## config.mk

```make
export PLATFORM = sky130hd
export DESIGN_NAME = gallery_view_sel
export DESIGN_NICKNAME = d
export VERILOG_FILES = /design/src/rtl/gallery_pkg.sv /design/src/rtl/gallery_req_capture.sv /design/src/rtl/gallery_view_state.sv /design/src/rtl/gallery_addr_gen.sv /design/src/rtl/gallery_view_sel.sv
export SDC_FILE = /design/constraint.sdc
export NUM_CORES = 1
export LEC_CHECK = 0
export BUFFER_PORTS_ARGS = -buffer_cell sky130_fd_sc_hd__buf_2
export CORE_AREA = 2 2 65 67
export CTS_BUF_LIST = sky130_fd_sc_hd__clkbuf_2
export DETAILED_ROUTE_END_ITERATION = 7
export DIE_AREA = 0 0 67 69
export PLACE_DENSITY = 0.51
export SYNTH_ARGS = -nofsm -noshare
export SYNTH_HDL_FRONTEND = slang
export SYNTH_SLANG_ARGS = --single-unit
```

## constraint.sdc

```tcl
create_clock -name clk -period 5.3 [get_ports clk]
set_clock_uncertainty 0.2 [all_clocks]
set_input_delay 0.795 -clock clk [delete_from_list [all_inputs] [get_ports clk]]
set_output_delay 0.795 -clock clk [all_outputs]
set_load 0.01 [all_outputs]
```

## src/rtl/gallery_pkg.sv

```systemverilog
// Shared types and gesture codes for the photo frame selector.
// Assumes the gesture decoder encodes gestures as the codes listed below.
package gallery_pkg;

    typedef enum logic [2:0] {
        REQ_NONE = 3'd0,
        REQ_NEXT = 3'd1,
        REQ_PREV = 3'd2,
        REQ_ZIN  = 3'd3,
        REQ_ZOUT = 3'd4
    } view_req_e;

    localparam logic [7:0] GC_SWIPE_RIGHT = 8'h1C;
    localparam logic [7:0] GC_SWIPE_LEFT  = 8'h14;
    localparam logic [7:0] GC_PINCH_OUT   = 8'h48;
    localparam logic [7:0] GC_PINCH_IN    = 8'h49;

    // Map a raw gesture code to a view request; unknown codes are no-ops.
    function automatic view_req_e decode_gesture(input logic [7:0] code);
        case (code)
            GC_SWIPE_RIGHT: decode_gesture = REQ_NEXT;
            GC_SWIPE_LEFT:  decode_gesture = REQ_PREV;
            GC_PINCH_OUT:   decode_gesture = REQ_ZIN;
            GC_PINCH_IN:    decode_gesture = REQ_ZOUT;
            default:        decode_gesture = REQ_NONE;
        endcase
    endfunction

endpackage

```

## src/rtl/gallery_req_capture.sv

```systemverilog
// Detects rising edges of the touch-ready flag, decodes the gesture code
// and holds a single pending request until the frame strobe consumes it.
// Assumes touch_rdy is already synchronous to clk. The edge detector
// resets to "high" so a level present at reset release is not an edge.
module gallery_req_capture
    import gallery_pkg::*;
(
    input  logic      clk,
    input  logic      rst_n,
    input  logic      touch_rdy,
    input  logic [7:0] gest_code,
    input  logic      commit,
    output view_req_e req_eff
);

    logic      rdy_q;
    logic      rdy_edge;
    view_req_e req_new;
    view_req_e pend_q;

    assign rdy_edge = touch_rdy & ~rdy_q;
    assign req_new  = decode_gesture(gest_code);
    // A fresh edge in the commit cycle overrides the older pending request.
    assign req_eff  = rdy_edge ? req_new : pend_q;

    // Delay touch_rdy by one cycle for edge detection.
    always_ff @(posedge clk) begin
        if (!rst_n) rdy_q <= 1'b1;
        else        rdy_q <= touch_rdy;
    end

    // Keep the latest request; clear it when the frame strobe consumes it.
    always_ff @(posedge clk) begin
        if (!rst_n)        pend_q <= REQ_NONE;
        else if (commit)   pend_q <= REQ_NONE;
        else if (rdy_edge) pend_q <= req_new;
    end

endmodule

```

## src/rtl/gallery_view_state.sv

```systemverilog
// Holds the picture index and zoom level and applies a request on commit.
// Index wraps around the picture count; zoom saturates at both ends and
// returns to 0 whenever the picture changes.
module gallery_view_state
    import gallery_pkg::*;
#(
    parameter int NUM_IMG  = 3,
    parameter int ZOOM_MAX = 3,
    localparam int IDX_W   = (NUM_IMG > 1) ? $clog2(NUM_IMG) : 1,
    localparam int ZOOM_W  = (ZOOM_MAX > 0) ? $clog2(ZOOM_MAX + 1) : 1
)(
    input  logic              clk,
    input  logic              rst_n,
    input  logic              commit,
    input  view_req_e         req,
    output logic [IDX_W-1:0]  idx_q,
    output logic [IDX_W-1:0]  idx_d,
    output logic [ZOOM_W-1:0] zoom_q
);

    localparam logic [IDX_W-1:0]  IDX_LAST = IDX_W'(NUM_IMG - 1);
    localparam logic [ZOOM_W-1:0] ZOOM_TOP = ZOOM_W'(ZOOM_MAX);

    logic [ZOOM_W-1:0] zoom_d;

    // Work out the index and zoom that the pending request would produce.
    always_comb begin
        idx_d  = idx_q;
        zoom_d = zoom_q;
        case (req)
            REQ_NEXT: begin
                idx_d  = (idx_q == IDX_LAST) ? '0 : idx_q + 1'b1;
                zoom_d = '0;
            end
            REQ_PREV: begin
                idx_d  = (idx_q == '0) ? IDX_LAST : idx_q - 1'b1;
                zoom_d = '0;
            end
            REQ_ZIN:  zoom_d = (zoom_q == ZOOM_TOP) ? zoom_q : zoom_q + 1'b1;
            REQ_ZOUT: zoom_d = (zoom_q == '0) ? zoom_q : zoom_q - 1'b1;
            default: ;
        endcase
    end

    // Commit the new view only at the frame strobe.
    always_ff @(posedge clk) begin
        if (!rst_n) begin
            idx_q  <= '0;
            zoom_q <= '0;
        end else if (commit) begin
            idx_q  <= idx_d;
            zoom_q <= zoom_d;
        end
    end

endmodule

```

## src/rtl/gallery_addr_gen.sv

```systemverilog
// Registers the first line and first pixel address of the picture that is
// being committed, so they update on the same edge as the index.
// Assumes pictures are stacked vertically with no padding between them.
module gallery_addr_gen #(
    parameter int IDX_W  = 2,
    parameter int LINE_W = 11,
    parameter int ADDR_W = 21,
    parameter int IMG_W  = 800,
    parameter int IMG_H  = 480
)(
    input  logic              clk,
    input  logic              rst_n,
    input  logic              load,
    input  logic [IDX_W-1:0]  idx_d,
    output logic [LINE_W-1:0] line_q,
    output logic [ADDR_W-1:0] addr_q
);

    localparam logic [LINE_W-1:0] LINE_STEP = LINE_W'(IMG_H);
    localparam logic [ADDR_W-1:0] PIX_STEP  = ADDR_W'(IMG_W * IMG_H);

    logic [LINE_W-1:0] line_d;
    logic [ADDR_W-1:0] addr_d;

    // Scale the index by constant picture sizes.
    always_comb begin
        line_d = LINE_W'(idx_d) * LINE_STEP;
        addr_d = ADDR_W'(idx_d) * PIX_STEP;
    end

    // Hold the base values between frame strobes.
    always_ff @(posedge clk) begin
        if (!rst_n) begin
            line_q <= '0;
            addr_q <= '0;
        end else if (load) begin
            line_q <= line_d;
            addr_q <= addr_d;
        end
    end

endmodule

```

## src/rtl/gallery_view_sel.sv

```systemverilog
// Top of the photo frame selector: captures gesture reports, applies the
// latest one at each frame strobe and publishes the picture base and zoom.
// Assumes frame_start is a single-cycle strobe in the clk domain.
module gallery_view_sel
    import gallery_pkg::*;
#(
    parameter int NUM_IMG  = 3,
    parameter int IMG_W    = 800,
    parameter int IMG_H    = 480,
    parameter int ZOOM_MAX = 3,
    localparam int IDX_W   = (NUM_IMG > 1) ? $clog2(NUM_IMG) : 1,
    localparam int ZOOM_W  = (ZOOM_MAX > 0) ? $clog2(ZOOM_MAX + 1) : 1,
    localparam int LINE_W  = $clog2(NUM_IMG * IMG_H),
    localparam int ADDR_W  = $clog2(NUM_IMG * IMG_W * IMG_H)
)(
    input  logic              clk,
    input  logic              rst_n,
    input  logic              touch_rdy,
    input  logic [7:0]        gest_code,
    input  logic              frame_start,
    output logic [IDX_W-1:0]  img_sel,
    output logic [LINE_W-1:0] line_base,
    output logic [ADDR_W-1:0] pix_base,
    output logic [ZOOM_W-1:0] zoom_lvl
);

    view_req_e        req_eff;
    logic [IDX_W-1:0] idx_next;

    gallery_req_capture u_cap (
        .clk       (clk),
        .rst_n     (rst_n),
        .touch_rdy (touch_rdy),
        .gest_code (gest_code),
        .commit    (frame_start),
        .req_eff   (req_eff)
    );

    gallery_view_state #(
        .NUM_IMG  (NUM_IMG),
        .ZOOM_MAX (ZOOM_MAX)
    ) u_state (
        .clk    (clk),
        .rst_n  (rst_n),
        .commit (frame_start),
        .req    (req_eff),
        .idx_q  (img_sel),
        .idx_d  (idx_next),
        .zoom_q (zoom_lvl)
    );

    gallery_addr_gen #(
        .IDX_W  (IDX_W),
        .LINE_W (LINE_W),
        .ADDR_W (ADDR_W),
        .IMG_W  (IMG_W),
        .IMG_H  (IMG_H)
    ) u_addr (
        .clk    (clk),
        .rst_n  (rst_n),
        .load   (frame_start),
        .idx_d  (idx_next),
        .line_q (line_base),
        .addr_q (pix_base)
    );

endmodule

```

Word level (Yosys, flattened, before mapping). Index checks and enable logic that the tools add are counted.

Register bits after elaboration: 25.

Add/subtract/negate cells: 4. $mul: 2. Equality and inequality tests: 12. Mux-type cells: 8. Bitwise logic cells: 3. Reductions and logical operators: 6.

Operators with widths (count): $eq A8 B5 Y1 const B (2); $eq A8 B7 Y1 const B (2); $pmux W3 S4 (1); $mul A2 B9 Y11 const B (1); $mux W2 (4); $eq A3 B2 Y1 const B (2); $mul A2 B4 Y6 const B (1); $pmux W2 S3 (1); $add A2 B1 Y2 const B (2); $eq A2 B2 Y1 const B (2); $logic_not A2 Y1 (2); $ne A2 B2 Y1 const B (2); $pmux W2 S2 (1); $reduce_and A4 Y1 (1); $reduce_or A2 Y1 (2); $sub A2 B1 Y2 const B (2); $eq A3 B1 Y1 const B (1); $eq A3 B3 Y1 const B (1); $mux W3 (1); $reduce_bool A3 Y1 (1); $not A1 Y1 (2); $and A1 B1 Y1 (1).

Logic depth before layout (Yosys ltp).
Depth after elaboration: 7. Mapped depth: 10.

Cells and area by module. Synthesis repeated with hierarchy kept, for this count alone.

Cells, all modules: 120. Area, all modules: 1072.3 µm².

Modules (own cells, without submodules): gallery_addr_gen (instances 1, cells each 52, area each 483.0 µm², sequential area each 120.1 µm²); gallery_view_state (instances 1, cells each 44, area each 369.1 µm², sequential area each 80.1 µm²); gallery_req_capture (instances 1, cells each 24, area each 220.2 µm², sequential area each 80.1 µm²).

Least setup slack after synthesis. No wires, ideal clock.

Kind: input to register. Start point: input port gest_code[4]. End point: register u_addr.addr_q[11]. Library setup time: 119 ps. Data arrival time: 2308 ps. Slack: 2673 ps. Stages: 10. Path through: and4bb_2 nand4_4 and2_4 buf_6 nand3_1 o22ai_1 a21o_1 ha_1 mux2i_1 nor2_1.

Longest elaborated chain between the ends: 6. Elaborated cells between the ends (all ways): 10. Classes of those cells: 1 x mul; 6 x eq/ne; 3 x mux.

RTL lines: start, declared (line gallery_view_sel.sv:19) `input logic [7:0] gest_code,`; $eq A8 B7 Y1 or $eq A8 B5 Y1 (tied branches) (line gallery_pkg.sv:20) `case (code)`; $pmux W3 S4 (*) (line gallery_pkg.sv:20); $mux W3 (*) (line gallery_req_capture.sv:24) `assign req_eff = rdy_edge ? req_new : pend_q;`; $eq A3 B2 Y1 or $eq A3 B1 Y1 (tied branches) (line gallery_view_state.sv:30) `case (req)`; $pmux W2 S2 (*) (line gallery_view_state.sv:30); $mul A2 B9 Y11 (*) (line gallery_addr_gen.sv:28) `addr_d = ADDR_W'(idx_d) * PIX_STEP;`; net u_addr.addr_d[11] (line gallery_addr_gen.sv:23) `logic [ADDR_W-1:0] addr_d;`; end signal, assigned (line gallery_addr_gen.sv:38) `addr_q <= addr_d;`; end, declared (line gallery_addr_gen.sv:16) `output logic [ADDR_W-1:0] addr_q`.

The timed path passes the listed nets; every way through them passes the cells marked *. A chain may end at the register's enable or synchronous reset.

Final worst setup path. Same ends and word-level chain as after synthesis.

==> parameters.txt <==
Parameter                              Value

Outcome
  Run status    finished clean

STA
  Setup total negative slack    0 ns
  PnR worst setup slack    about 2.6 ns
  Final-report setup violation count    0
  Fmax    between 0.3 and 0.4 GHz
  Worst-case headroom to the max-slew limit    0.662
  Actual transition at the worst max-transition pin    roughly 0.5 ns
  Final hold viol count    0
  Share of the clock period used by the worst path after layout    0.510
  RSZ-0062 raised after global routing    no
  Final worst hold slack    roughly 0.33 ns
  Min cycle time layout    2.70 ns
  Max Slew Vio Count    0

Clock network
  Depth of the CTS H-tree    1
  # resized after CTS    0
  Clock-pin slew of the registers on the worst-case setup and hold paths    0.14 ns
  Post CTS Setup Buffer Count    0
  TritonCTS clock tree    built
  Number of buffers on the longest clock path    2
  CTS Hold Bufs    0
  Number of buffers added by the clock tree synthesis step    3
  Clock insertion delay at the later pin of the skew report    0.26 ns
  Clock tree root driver cell    sky130_fd_sc_hd__clkbuf_2
  TritonCTS Sinks    13

Final layout
  Fraction of layout instances using a drive strength above 1    0.278
  # nets final    about 180
  Filler cell count    roughly 450
  Non-filler instance count after layout    212
  Area of the multi-input gates    692 µm²
  Sequential Area    around 260 µm²
  Layout overhead on the synthesized area    6.46%
  Final antenna diode count    0
  Final Util    0.311

GRT
  Initial antenna violation count    0
  Largest net degree at the start of global routing    12
  Via count of the first global-routing pass    940
  Congestion Overflow GR    0
  Global-route wire length before repair    3780 µm
  GRT Resource Usage Total    0.103

Pwr
  Leakage    0.000574 µW
  Internal Pwr Total    about 140 µW
  Share of total power in the clock network    0.261
  Combinational share of power    0.222
  Psw    approximately 63 µW
  Switching Share    0.315
  Peak supply drop    ~0.000069 V
  Register share of total power    0.517
  Areal power density over the cells    ~170 mW/mm²

Setup path
  Setup crit start kind    input pin
  Maximum fanout count along the critical path    4
  Required time at the worst-slack endpoint    5.27 ns
  Data arrival time of the critical path    around 2.7 ns
  CP Capture Type    flip-flop
  Critical path type    input pin to flip-flop

Floorplan
  Placeable core area    0.00391 mm²
  Height of the chip    around 70 µm
  Std cell rows    23
  Initial standard-cell utilization of the core    0.292
  Area enclosed by the die boundary    approximately 0.0046 mm²
  Horizontal die dimension    around 67 µm
  Num ports    between 40 and 50

Logic synthesis
  Sequential-to-total area share from yosys stat    0.228
  Largest area contributor in the netlist    sky130_fd_sc_hd__dfxtp_1
  Number of enable-type register cells in the synthesized netlist    0
  Warnings, synthesis    0
  Most used standard cells in the synthesized netlist    sky130_fd_sc_hd__buf_4 (27), sky130_fd_sc_hd__nor2_1 (18), sky130_fd_sc_hd__dfxtp_1 (13)
  Total of flip-flops plus latches after synthesis    13
  Post-synthesis area per instance    between 8 and 9 µm²
  Count leader, synth    sky130_fd_sc_hd__buf_4
  Number of standard cells after synthesis    about 140
  Synth area leaders    sky130_fd_sc_hd__dfxtp_1 (23%), sky130_fd_sc_hd__buf_4 (18%), sky130_fd_sc_hd__ha_1 (7.7%), sky130_fd_sc_hd__nor2_1 (5.9%), sky130_fd_sc_hd__a21oi_1 (3.5%)
  Post-synthesis instance area    0.00114 mm²
  Asr flop ratio synth    0
  Count of different cell masters after synthesis    42
  Post-synth top flop    sky130_fd_sc_hd__dfxtp_1
  Area share of the leading cell type in the synthesized netlist    0.228

Place
  Place WS    2.29 ns
  Cell total after placement    approximately 210
  Last weighted congestion value of the routability-driven placer    0.819
  HPWL after detailed placement    1800 µm
  Number of buffers inserted by port buffering    32

Worst hold path
  Min-delay worst type    flip-flop to flip-flop

Detailed routing
  Number of detailed-routing iterations run before antenna repair    5
  Average wire per cell in the routed design    ~11 µm
  Via total after detailed routing    slightly below 1000
  Iteration-0 DRC Markers    23
  Drt drc    0
  Routed WL    about 2300 µm
  DRT antenna net count    0
  Average vias per placed instance    around 4.6

Run
  Total of max-cap violations    0
-- power groups by stage --
stage | sequential [µW] | combinational [µW] | clock [µW]
3_3_place_gp | 106 | 44.8 | 0
4_1_cts | 104 | 44.7 | 55.0
3_5_place_dp | 106 | 44.4 | 0
2_1_floorplan | 107 | 40.8 | 0
5_1_grt | 105 | 50.3 | 59.3
6_report | 104 | 44.6 | 52.4
-- kinds of logic after synthesis --
kind of cell,Yosys count,share of synthesized area
AND/OR/NAND/NOR,43,0.219
other,1,0.00328
AO/OA/AOI/OAI,37,0.218
XOR/XNOR,1,0.00766
multiplexers,4,0.0350
adder cells (fa/ha/maj),7,0.0766
buffers and inverters,36,0.213
flip-flops,13,0.228
-- cell type report --
class | instances | share of cell area
multi-input combinational | 107 | 0.568
clock buffer | 4 | 0.0164
sequential | 13 | 0.214
tap | 50 | 0.0514
inverter | 6 | 0.0185
timing repair buffer | 32 | 0.132
-- critical path, stage by stage --
cell                       delay, ns
sky130_fd_sc_hd__buf_2          0.11
sky130_fd_sc_hd__and4bb_2       0.35
sky130_fd_sc_hd__a21oi_1        0.07
sky130_fd_sc_hd__o21ai_0        0.42
sky130_fd_sc_hd__nor2_1         0.12
sky130_fd_sc_hd__o21ai_0        0.22
sky130_fd_sc_hd__nand2_1        0.12
sky130_fd_sc_hd__ha_1           0.30
sky130_fd_sc_hd__mux2i_1        0.13
sky130_fd_sc_hd__nor2_1         0.05
-- state kept, by name, indices dropped and copies added (netlist names) --
register and count:
u_state.idx_q 2, u_cap.pend_q 3, u_state.zoom_q 2, u_cap.rdy_q 1, u_addr.addr_q 5
-- metal layers --
| metal | vias up | share of wire | track usage |
|---|---|---|---|
| met2 | 36 | 0.50 | 0.174 |
| met4 | 0 | 0.011 | 0.0567 |
| met1 | 435 | 0.44 | 0.120 |
| li1 | 500 | - | - |
| met3 | 2 | 0.056 | 0.0163 |
| met5 | - | 0 | 0 |
-- layout by cell type (no fill, tap or decap), types with 2 or more instances in the layout --
master | Yosys | routed
sky130_fd_sc_hd__o22ai_1 | 3 | 3
sky130_fd_sc_hd__o21ai_0 | 8 | 8
sky130_fd_sc_hd__nand2b_1 | 2 | 2
sky130_fd_sc_hd__clkbuf_2 | 0 | 4
sky130_fd_sc_hd__a311oi_1 | 2 | 2
sky130_fd_sc_hd__a21oi_1 | 8 | 8
sky130_fd_sc_hd__inv_1 | 6 | 6
sky130_fd_sc_hd__nand3_1 | 2 | 2
sky130_fd_sc_hd__buf_2 | 0 | 32
sky130_fd_sc_hd__nand2_1 | 8 | 8
sky130_fd_sc_hd__and4bb_2 | 2 | 2
sky130_fd_sc_hd__ha_1 | 7 | 7
sky130_fd_sc_hd__dfxtp_1 | 13 | 13
sky130_fd_sc_hd__nor2_1 | 18 | 18
sky130_fd_sc_hd__a211oi_1 | 2 | 2
sky130_fd_sc_hd__conb_1 | 1 | 15
sky130_fd_sc_hd__o21ai_2 | 2 | 2
sky130_fd_sc_hd__mux2i_1 | 4 | 4
sky130_fd_sc_hd__o21a_1 | 3 | 3
-- metrics by stage --
| stage | area, µm² | power [µW] |
|---|---|---|
| 2_1_floorplan | 1200 | 148 |
| 3_3_place_gp | 1200 | 151 |
| 3_5_place_dp | 1200 | 151 |
| 4_1_cts | 1220 | 204 |
| 5_1_grt | 1220 | 215 |
| 6_report | 1220 | 201 |
-- path summary, 6_finish.rpt --
path,start,end,slack [ns],depth (start not counted)
hold reg to reg,u_addr.addr_q[12],u_addr.addr_q[12],0.33,2
setup reg to reg,u_cap.rdy_q,u_addr.addr_q[11],2.90,9
setup / recovery,gest_code[4],u_addr.addr_q[11],2.60,10
hold / removal,u_addr.addr_q[12],u_addr.addr_q[12],0.33,2
(Power assumes the default switching activity.)
